## config.mk

```make
export PLATFORM = sky130hd
export DESIGN_NAME = sig_sweep_engine
export DESIGN_NICKNAME = d
export VERILOG_FILES = /design/src/rtl/sig_sweep_pkg.sv /design/src/rtl/sig_sweep_pick.sv /design/src/rtl/sig_sweep_addr_gen.sv /design/src/rtl/sig_sweep_misr.sv /design/src/rtl/sig_sweep_engine.sv
export SDC_FILE = /design/constraint.sdc
export NUM_CORES = 1
export LEC_CHECK = 0
export CAP_MARGIN = 20
export CORE_MARGIN = 3
export CORE_UTILIZATION = 59
export CTS_BUF_LIST = sky130_fd_sc_hd__clkbuf_8
export CTS_CLUSTER_SIZE = 12
export DETAILED_ROUTE_END_ITERATION = 7
export PLACE_DENSITY = 0.86
export SETUP_SLACK_MARGIN = 0.2
export SLEW_MARGIN = 15
export SYNTH_ARGS = -nofsm -noshare
export SYNTH_HDL_FRONTEND = slang
export SYNTH_SLANG_ARGS = --single-unit
```

## constraint.sdc

```tcl
create_clock -name clk -period 5.48 [get_ports clk]
set_clock_uncertainty 0.05 [all_clocks]
set_input_delay 1.37 -clock clk [delete_from_list [all_inputs] [get_ports clk]]
set_output_delay 1.37 -clock clk [all_outputs]
set_load 0.02 [all_outputs]
```

## src/rtl/sig_sweep_pkg.sv

```systemverilog
package sig_sweep_pkg;
  // register offsets
  localparam int unsigned REG_CTRL     = 0;
  localparam int unsigned REG_MASK_LO  = 1;
  localparam int unsigned REG_MASK_HI  = 2;
  localparam int unsigned REG_SIG_BASE = 3;
  localparam int unsigned REG_WORD_W   = 32;

  // control bit positions
  localparam int unsigned CB_EN   = 0;
  localparam int unsigned CB_SEQ  = 1;
  localparam int unsigned CB_DONE = 2;

  typedef enum logic {
    ORDER_DIAG   = 1'b0,
    ORDER_LINEAR = 1'b1
  } order_e;
endpackage

```

## src/rtl/sig_sweep_pick.sv

```systemverilog
// Finds the lowest selected block whose index is at or above 'from'.
module sig_sweep_pick #(
  parameter int unsigned NBLK = 6,
  parameter int unsigned BLKW = 3
) (
  input  logic [NBLK-1:0] sel,
  input  logic [BLKW-1:0] from,
  output logic            found,
  output logic [BLKW-1:0] pick
);
  always_comb begin
    found = 1'b0;
    pick  = '0;
    for (int b = NBLK - 1; b >= 0; b--) begin
      if (sel[b] && (BLKW'(b) >= from)) begin
        found = 1'b1;
        pick  = BLKW'(b);
      end
    end
  end
endmodule

```

## src/rtl/sig_sweep_addr_gen.sv

```systemverilog
// Address walker: block by block through the selection, with linear or
// complement-pair ordering inside each block.
module sig_sweep_addr_gen
  import sig_sweep_pkg::*;
#(
  parameter int unsigned NBLK = 6,
  parameter int unsigned BLKW = 3,
  parameter int unsigned BAW  = 3
) (
  input  logic                 clk,
  input  logic                 rst,
  input  logic                 start,
  input  logic                 stop,
  input  logic [NBLK-1:0]      sel,
  input  order_e               order,
  output logic                 valid,
  output logic                 last,
  output logic                 empty,
  output logic [BLKW+BAW-1:0]  addr
);
  logic [BLKW-1:0] blk_q;
  logic [BAW-1:0]  idx_q;
  logic [BAW-1:0]  offs;
  logic            first_found, next_found;
  logic [BLKW-1:0] first_blk, next_blk;
  logic [BLKW-1:0] blk_inc;
  logic            blk_end;

  assign blk_inc = blk_q + 1'b1;
  assign blk_end = &idx_q;

  sig_sweep_pick #(.NBLK(NBLK), .BLKW(BLKW)) u_first (
    .sel(sel), .from('0), .found(first_found), .pick(first_blk)
  );

  sig_sweep_pick #(.NBLK(NBLK), .BLKW(BLKW)) u_next (
    .sel(sel), .from(blk_inc), .found(next_found), .pick(next_blk)
  );

  generate
    if (BAW >= 2) begin : g_pair
      logic [BAW-2:0] half;
      assign half = idx_q[BAW-1:1];
      always_comb begin
        if (order == ORDER_LINEAR) offs = idx_q;
        else if (idx_q[0])         offs = ~{1'b0, half};
        else                       offs = {1'b0, half};
      end
    end else begin : g_single
      always_comb offs = (order == ORDER_LINEAR) ? idx_q : ~idx_q;
    end
  endgenerate

  always_ff @(posedge clk) begin
    if (rst) begin
      valid <= 1'b0;
      blk_q <= '0;
      idx_q <= '0;
    end else if (stop) begin
      valid <= 1'b0;
    end else if (start) begin
      valid <= first_found;
      blk_q <= first_blk;
      idx_q <= '0;
    end else if (valid) begin
      if (blk_end) begin
        if (next_found) begin
          blk_q <= next_blk;
          idx_q <= '0;
        end else begin
          valid <= 1'b0;
        end
      end else begin
        idx_q <= idx_q + 1'b1;
      end
    end
  end

  assign addr  = {blk_q, offs};
  assign last  = valid && blk_end && !next_found;
  assign empty = !first_found;
endmodule

```

## src/rtl/sig_sweep_misr.sv

```systemverilog
// Multi-word signature register with per-word write port.
module sig_sweep_misr #(
  parameter int unsigned WORDS = 5,
  parameter int unsigned DW    = 128,
  parameter int unsigned TAP_A = 21,
  parameter int unsigned TAP_B = 19,
  parameter int unsigned TAP_C = 2,
  localparam int unsigned SIG_W = WORDS * 32
) (
  input  logic             clk,
  input  logic             rst,
  input  logic             cap,
  input  logic [DW-1:0]    din,
  input  logic [WORDS-1:0] wr_word,
  input  logic [31:0]      wr_data,
  output logic [SIG_W-1:0] sig
);
  localparam logic [SIG_W-1:0] POLY = (SIG_W'(1) << TAP_A) | (SIG_W'(1) << TAP_B)
                                    | (SIG_W'(1) << TAP_C) | SIG_W'(1);

  logic [SIG_W-1:0] nxt;

  always_comb begin
    nxt = {sig[SIG_W-2:0], 1'b0} ^ SIG_W'(din);
    if (sig[SIG_W-1]) nxt = nxt ^ POLY;
  end

  always_ff @(posedge clk) begin
    if (rst) begin
      sig <= '0;
    end else if (cap) begin
      sig <= nxt;
    end else begin
      for (int w = 0; w < WORDS; w++) begin
        if (wr_word[w]) sig[w*32 +: 32] <= wr_data;
      end
    end
  end
endmodule

```

## src/rtl/sig_sweep_engine.sv

```systemverilog
module sig_sweep_engine
  import sig_sweep_pkg::*;
#(
  parameter int unsigned LO_BLOCKS  = 4,
  parameter int unsigned HI_BLOCKS  = 2,
  parameter int unsigned BLK_AW     = 3,
  parameter int unsigned DATA_W     = 128,
  parameter int unsigned SIG_WORDS  = 5,
  parameter int unsigned TAP_A      = 21,
  parameter int unsigned TAP_B      = 19,
  parameter int unsigned TAP_C      = 2,
  localparam int unsigned NBLK      = LO_BLOCKS + HI_BLOCKS,
  localparam int unsigned BLKW      = $clog2(NBLK + 1),
  localparam int unsigned ADDR_W    = BLKW + BLK_AW,
  localparam int unsigned SIG_W     = SIG_WORDS * 32,
  localparam int unsigned REG_AW    = $clog2(REG_SIG_BASE + SIG_WORDS)
) (
  input  logic              clk,
  input  logic              rst,
  input  logic              reg_we,
  input  logic [REG_AW-1:0] reg_addr,
  input  logic [31:0]       reg_wdata,
  output logic [31:0]       reg_rdata,
  input  logic              bus_rd_req,
  output logic              bus_rd_reject,
  output logic              mem_re,
  output logic [ADDR_W-1:0] mem_addr,
  input  logic [DATA_W-1:0] mem_rdata
);
  localparam logic [REG_AW-1:0] A_CTRL = REG_AW'(REG_CTRL);
  localparam logic [REG_AW-1:0] A_MLO  = REG_AW'(REG_MASK_LO);
  localparam logic [REG_AW-1:0] A_MHI  = REG_AW'(REG_MASK_HI);

  logic                 en_q, done_q, busy_q, rd_pend_q, last_pend_q;
  order_e               order_q;
  logic [LO_BLOCKS-1:0] mlo_q;
  logic [HI_BLOCKS-1:0] mhi_q;
  logic [SIG_W-1:0]     sig;
  logic [SIG_WORDS-1:0] sig_wr;
  logic [31:0]          rd_mux;
  logic                 ctrl_wr, start, stop, cap;
  logic                 gen_valid, gen_last, gen_empty;
  logic [ADDR_W-1:0]    gen_addr;

  assign ctrl_wr = reg_we && (reg_addr == A_CTRL);
  assign start   = ctrl_wr && reg_wdata[CB_EN] && !en_q;
  assign stop    = ctrl_wr && !reg_wdata[CB_EN] && en_q;
  assign cap     = rd_pend_q && !stop;

  sig_sweep_addr_gen #(.NBLK(NBLK), .BLKW(BLKW), .BAW(BLK_AW)) u_gen (
    .clk(clk), .rst(rst), .start(start), .stop(stop),
    .sel({mhi_q, mlo_q}), .order(order_q),
    .valid(gen_valid), .last(gen_last), .empty(gen_empty), .addr(gen_addr)
  );

  always_comb begin
    for (int w = 0; w < SIG_WORDS; w++) begin
      sig_wr[w] = reg_we && !en_q && (reg_addr == REG_AW'(REG_SIG_BASE + w));
    end
  end

  sig_sweep_misr #(
    .WORDS(SIG_WORDS), .DW(DATA_W), .TAP_A(TAP_A), .TAP_B(TAP_B), .TAP_C(TAP_C)
  ) u_misr (
    .clk(clk), .rst(rst), .cap(cap), .din(mem_rdata),
    .wr_word(sig_wr), .wr_data(reg_wdata), .sig(sig)
  );

  assign mem_re   = gen_valid;
  assign mem_addr = gen_addr;

  // control, masks and sweep pipeline flags
  always_ff @(posedge clk) begin
    if (rst) begin
      en_q          <= 1'b0;
      done_q        <= 1'b0;
      busy_q        <= 1'b0;
      rd_pend_q     <= 1'b0;
      last_pend_q   <= 1'b0;
      order_q       <= ORDER_DIAG;
      mlo_q         <= '0;
      mhi_q         <= '0;
      bus_rd_reject <= 1'b0;
    end else begin
      bus_rd_reject <= bus_rd_req && busy_q;
      rd_pend_q     <= gen_valid && !stop;
      last_pend_q   <= gen_last && !stop;

      if (ctrl_wr) begin
        en_q <= reg_wdata[CB_EN];
        if (!en_q) order_q <= order_e'(reg_wdata[CB_SEQ]);
      end

      if (stop) begin
        done_q <= 1'b0;
        busy_q <= 1'b0;
      end else if (start) begin
        busy_q <= !gen_empty;
        done_q <= gen_empty;
      end else if (rd_pend_q && last_pend_q) begin
        done_q <= 1'b1;
        busy_q <= 1'b0;
      end

      if (reg_we && !en_q && (reg_addr == A_MLO)) mlo_q <= reg_wdata[LO_BLOCKS-1:0];
      if (reg_we && !en_q && (reg_addr == A_MHI)) mhi_q <= reg_wdata[HI_BLOCKS-1:0];
    end
  end

  // registered read port
  always_comb begin
    rd_mux = '0;
    if (reg_addr == A_CTRL) begin
      rd_mux[CB_EN]   = en_q;
      rd_mux[CB_SEQ]  = order_q;
      rd_mux[CB_DONE] = done_q;
    end else if (reg_addr == A_MLO) begin
      rd_mux[LO_BLOCKS-1:0] = mlo_q;
    end else if (reg_addr == A_MHI) begin
      rd_mux[HI_BLOCKS-1:0] = mhi_q;
    end else begin
      for (int w = 0; w < SIG_WORDS; w++) begin
        if (reg_addr == REG_AW'(REG_SIG_BASE + w)) rd_mux = sig[w*32 +: 32];
      end
    end
  end

  always_ff @(posedge clk) begin
    if (rst) reg_rdata <= '0;
    else     reg_rdata <= rd_mux;
  end
endmodule

```

=== Yosys cells after proc, flatten, opt, wreduce, memory -nomap -nowiden ===
Index checks and enable logic that the tools add are counted.

* Register bits after elaboration: 212
* Word-level logic and storage cells: 147

* Add/sub/neg operators: 2
* Order comparisons: 6
* Eq/ne operators: 8
* Multiplexer cells: 58
* Bitwise operators: 5
* Reductions and logical operators: 48

{| class="wikitable"
|+ Operator list
! cell !! count
|-
| $mux W32 || 10
|-
| $mux W160 || 1
|-
| $xor A160 B128 Y160 || 1
|-
| $mux W3 || 23
|-
| $logic_and A1 B1 Y1 || 26
|-
| $mux W22 || 1
|-
| $mux W1 || 20
|-
| $reduce_bool A2 Y1 || 9
|-
| $eq A3 B3 Y1 const B || 4
|-
| $add A3 B1 Y3 const B || 2
|-
| $eq A3 B2 Y1 const B || 2
|-
| $ge A1 B3 Y1 const A || 2
|-
| $ge A2 B3 Y1 const A || 2
|-
| $ge A3 B3 Y1 const A || 2
|-
| $reduce_and A3 Y1 || 2
|-
| $logic_not A1 Y1 || 5
|-
| $mux W2 || 2
|-
| $mux W4 || 1
|-
| $not A4 Y4 || 1
|-
| $reduce_and A4 Y1 || 1
|-
| $reduce_or A2 Y1 || 2
|-
| $reduce_or A4 Y1 || 1
|-
| $eq A3 B1 Y1 const B || 1
|-
| $logic_not A3 Y1 || 1
|-
| 4 further kinds || 5
|}

=== Longest topological paths before layout ===
* Word-level depth: 13
* Depth in mapped cells: 8
* Mapped depth without buffers: 7

=== Hierarchy ===
A second synthesis with hierarchy kept.

* Cells, all modules: 1352
* Area, all modules: 12670.9 sq um

{| class="wikitable"
|+ By module, submodules not included
! module !! instances !! cells each !! area an instance (sq um)
|-
| sig_sweep_misr || 1 || 855 || 8968.6
|-
| sig_sweep_engine || 1 || 393 || 2891.5
|-
| sig_sweep_addr_gen || 1 || 60 || 523.0
|-
| sig_sweep_pick || 2 || 22 || 143.9
|}

=== Worst setup path after synthesis ===
OpenSTA, ideal clock, no wires.

* Path kind: input -> register
* Start point: in reg_addr[1]
* End point: reg u_gen.blk_q[0]
* Data arrival time: 2.810 ns
* Required time: 5.308 ns
* Path slack: 2.498 ns
* Stages on the path: 6
* Path buffers: 1
* Cell sequence: or4b_1 > buf_2 > nor3b_2 > nor2_1 > nor4bb_1 > a311o_1

* Longest elaborated chain between the ends: 6

{| class="wikitable"
|+ RTL lines
! element !! line !! RTL
|-
| start, declared || sig_sweep_engine.sv:21 || <nowiki>input logic [REG_AW-1:0] reg_addr,</nowiki>
|-
| $logic_not A3 Y1 (*) || sig_sweep_engine.sv:45 || <nowiki>assign ctrl_wr = reg_we && (reg_addr == A_CTRL);</nowiki>
|-
| $logic_and A1 B1 Y1 (*) || sig_sweep_engine.sv:45 ||
|-
| $logic_and A1 B1 Y1, on equally long branches (2 in series) || sig_sweep_engine.sv:46, sig_sweep_engine.sv:47 ||
|-
| $reduce_bool A2 Y1 (no line) / $not A1 Y1 (equally long branches) || n/a ||
|-
| $reduce_and A4 Y1 (no line) || n/a ||
|-
| end signal, assigned || sig_sweep_addr_gen.sv:63 || <nowiki>blk_q <= first_blk;</nowiki>
|-
| end signal, assigned || sig_sweep_addr_gen.sv:68 || <nowiki>blk_q <= next_blk;</nowiki>
|-
| end, declared || sig_sweep_addr_gen.sv:21 || <nowiki>logic [BLKW-1:0] blk_q;</nowiki>
|}

Every way passes the cells marked *; elsewhere a longest branch is shown, timed or not.
A chain may end at the register's enable or synchronous reset.

=== Worst setup path in the final report ===
* Start point: in reg_addr[1]
* End point: reg u_misr.sig[6]

* Longest elaborated chain between the ends: 7

{| class="wikitable"
|+ RTL lines
! element !! line !! RTL
|-
| $logic_not A3 Y1 || sig_sweep_engine.sv:45 ||
|-
| $logic_and A1 B1 Y1 || sig_sweep_engine.sv:45 ||
|-
| $logic_and A1 B1 Y1 (2 in series) || sig_sweep_engine.sv:47 || <nowiki>assign stop = ctrl_wr && !reg_wdata[CB_EN] && en_q;</nowiki>
|-
| $logic_not A1 Y1 || sig_sweep_engine.sv:48 || <nowiki>assign cap = rd_pend_q && !stop;</nowiki>
|-
| $logic_and A1 B1 Y1 || sig_sweep_engine.sv:48 ||
|-
| $mux W160 / $reduce_bool A2 Y1 (equally long branches) || n/a ||
|-
| end signal, assigned || sig_sweep_misr.sv:32 || <nowiki>sig <= nxt;</nowiki>
|-
| end signal, assigned by index || sig_sweep_misr.sv:35 || <nowiki>if (wr_word[w]) sig[w*32 +: 32] <= wr_data;</nowiki>
|-
| end, declared || sig_sweep_misr.sv:16 || <nowiki>output logic [SIG_W-1:0] sig</nowiki>
|}

Parallel ways exist; a longest one is shown, timed or not.

==> flow_metrics.env <==
export IMPL_period_share=0.646
export IMPL_setup_worst_path_class="input pin to flip-flop"
export IMPL_hold_path_cell_count=2
export IMPL_syn_nets=1464
export IMPL_cp_arrival_ns=3.86
export IMPL_final_max_slew_violation_count=0
export IMPL_cp_max_fo=24
export IMPL_num_vias=10400
export IMPL_numCtsBuffers=36
export IMPL_dieWidth_um=145
export IMPL_ys_warn_count=0
export IMPL_path_clk_slew_ns=0.06
export IMPL_synth_common_cells="212 x dfxtp_1, 202 x nor2_1, 164 x mux2i_1, 130 x a211oi_1, 126 x xor2_1"
export IMPL_endpoint_kind="flip-flop"
export IMPL_hold_viol_final=0
export IMPL_worstReg2RegEnd="u_misr.sig[6]$_SDFFE_PP0P_"
export IMPL_row_count=50
export IMPL_grt_pass1_wl_um=52600
export IMPL_post_cts_setup_buffer_count=0
export IMPL_synthCells=1292
export IMPL_final_nets=1608
export IMPL_slew_headroom=0.369
export IMPL_maxCapViolCount=0
export IMPL_min_from="busy_q$_SDFFE_PP0P_"
export IMPL_io_pins=207
export IMPL_ys_seq_area_frac=0.372
export IMPL_synth_flop_cell="dfxtp_1"
export IMPL_ys_ff_latch=212
export IMPL_r2r_cells=5
export IMPL_post_cts_resized=0
export IMPL_via_per_inst=6.05
export IMPL_tns_ns=0
export IMPL_reg2reg_from="en_q$_SDFFE_PP0P_"
export IMPL_cp_required_ns=5.80
export IMPL_status="finished, final reports clean"
export IMPL_overflow=0
export IMPL_dr_pass1_iters=5
export IMPL_design_die_area_mm2=0.0211
export IMPL_yosysMostFrequentCell="dfxtp_1"
export IMPL_ant_nets=0
export IMPL_area_delta_synth_final_pct=24.6
export IMPL_synth_avg_cell_area_um2=8.84
export IMPL_rrSetupSlack_ns=2.84
export IMPL_htreeDepth=2
export IMPL_drive_above_1_share=0.0611
export IMPL_crit_path_start_kind="input pin"
export IMPL_hold_end="busy_q$_SDFFE_PP0P_"
export IMPL_drtIter0Drc=988
export IMPL_setup_viol=0
export IMPL_cts_sinks=212
export IMPL_yosys_area_top_type="dfxtp_1"
export IMPL_p_leak_nw=5.26
export IMPL_tightest_slew_ns=0.944
export IMPL_hold_ws_ns=0.432
export IMPL_wl_per_cell_um=18.8
export IMPL_cellPowerDensity_mw_per_mm2=241
export IMPL_start_util=0.606
export IMPL_n_antenna_cell=0
export IMPL_fmax_ghz=0.283
export IMPL_rsz0062_at_grt="no"
export IMPL_grt_max_degree=179
export IMPL_dp_hpwl_um=20300
export IMPL_synth_area_leaders="dfxtp_1 37%, mux2i_1 14%, xor2_1 9.7%"
export IMPL_synth_top_area_share=0.372
export IMPL_grtUsageTotal=0.296
export IMPL_cts_root_buf="clkbuf_8"
export IMPL_fp_dieH_um=145
export IMPL_core_region_area_mm2=0.0188
export IMPL_port_buffers=206
export IMPL_cts_tree="built"
export IMPL_async_reset_ff_frac=0
export IMPL_ctsHoldBuffers=0
export IMPL_synth_cell_types=48
export IMPL_grt_pass1_vias=10200
export IMPL_drc_errors=0
export IMPL_netlist_area_mm2=0.0114
export IMPL_place_congestion=0.817
export IMPL_period_minus_slack_ns=3.54
export IMPL_clockBufferDepth=3
export IMPL_wirelength_um=32300
export IMPL_ir_drop_uv=236
export IMPL_synth_edf_count=0
export IMPL_grt_antenna_before_repair=0
export IMPL_hp_class="flip-flop to flip-flop"
export IMPL_clock_latency_ns=0.54
==> critical path, stage by stage <==
cell and delay (ns):
buf_2 0.40, nand3b_1 0.45, nor2b_4 0.73, buf_4 0.47, mux2i_1 0.29, a211oi_1 0.11
==> final cells by class <==
type | instances | area [um^2]
inverter | 4 | 15.0
clock buffer | 47 | 647
multi-input combinational | 959 | 6710
sequential | 212 | 4240
tap | 260 | 325
clock inverter | 11 | 48.8
timing repair buffer | 223 | 2230
fill | 1364 | 4610
==> metrics by stage <==
stage | power, mW | std cells | area [um^2] | worst slack, ns | util
floorplan | 1.84 | 1292 | 11400 | 2.50 | -
global placement | 2.05 | 1657 | 13500 | 1.55 | 0.717
detailed placement | 2.06 | 1657 | 13500 | 1.47 | 0.717
CTS | 3.44 | 1715 | 14200 | 1.99 | 0.754
global route | 3.54 | 1716 | 14200 | 1.79 | 0.755
finish | 3.43 | 1716 | 14200 | 1.94 | 0.755
==> worst max path at each step <==
| stage | depth (start not counted) | slack, ns | to | start |
|---|---|---|---|---|
| 5_1_grt | 7 | 1.79 | u_misr.sig[51]$_SDFFE_PP0P_ | reg_addr[0] |
| 3_5_place_dp | 6 | 1.47 | u_misr.sig[6]$_SDFFE_PP0P_ | reg_addr[1] |
| 3_3_place_gp | 6 | 1.55 | u_misr.sig[3]$_SDFFE_PP0P_ | reg_addr[1] |
| 6_report | 6 | 1.94 | u_misr.sig[6]$_SDFFE_PP0P_ | reg_addr[1] |
| 4_1_cts | 6 | 1.99 | u_misr.sig[6]$_SDFFE_PP0P_ | reg_addr[1] |
| 2_1_floorplan | 6 | 2.50 | u_gen.blk_q[0]$_SDFFE_PP0P_ | reg_addr[1] |
==> where the power goes <==
group	internal (mW)	switching (mW)	total [mW]
Sequential	1.58	0.0333	1.61
Combinational	0.212	0.211	0.423
Clock	0.760	0.635	1.39
==> cell families after synthesis <==
group                      after synthesis  share of synthesized area
muxes                                  172                      0.155
adders and majority gates                5                    0.00548
and+or+nand+nor                        354                      0.129
buffers and inverters                  121                     0.0461
DFF                                    212                      0.372
AOI/OAI and AO/OA                      294                      0.190
xor gates and xnor gates               134                      0.103
==> flip-flops by register name, summed over array words and instances (netlist names) <==
| name | cells |
|---|---|
| en_q | 1 |
| reg_rdata | 32 |
| u_gen.valid | 1 |
| busy_q | 1 |
| mhi_q | 2 |
| order_q | 1 |
| last_pend_q | 1 |
| bus_rd_reject | 1 |
| rd_pend_q | 1 |
| mlo_q | 4 |
| done_q | 1 |
| u_gen.idx_q | 3 |
| u_gen.blk_q | 3 |
| u_misr.sig | 160 |
==> placed cells by master (no fill, tap or decap), drive strengths merged, types with 3 or more instances in the layout <==
master / netlist / routed
a22oi: 28 / 28
clkbuf: 61 / 47
a311oi: 33 / 33
mux2: 5 / 5
dfxtp: 212 / 212
mux4: 3 / 3
xor2: 126 / 126
and2: 3 / 3
nor3: 4 / 4
nand2: 82 / 82
nor2b: 5 / 5
nand3: 39 / 39
nor2: 202 / 202
a211oi: 130 / 130
ha: 5 / 5
inv: 4 / 13
xnor2: 8 / 8
a21oi: 15 / 15
buf: 56 / 21
a21boi: 3 / 3
nand3b: 4 / 4
o21ai: 38 / 38
nor3b: 4 / 4
a22o: 31 / 31
clkdlybuf4s50: 0 / 202
o21a: 3 / 3
mux2i: 164 / 164
==> routing by layer <==
layer  up-vias  routed length [um]  track usage
met3        55                2200       0.0509
met5         -                   0            0
met2       448               15300        0.478
met4         0                 597       0.0969
met1      4968               14200        0.405
li1       4912                   -            -
(Power assumes the default switching activity.)
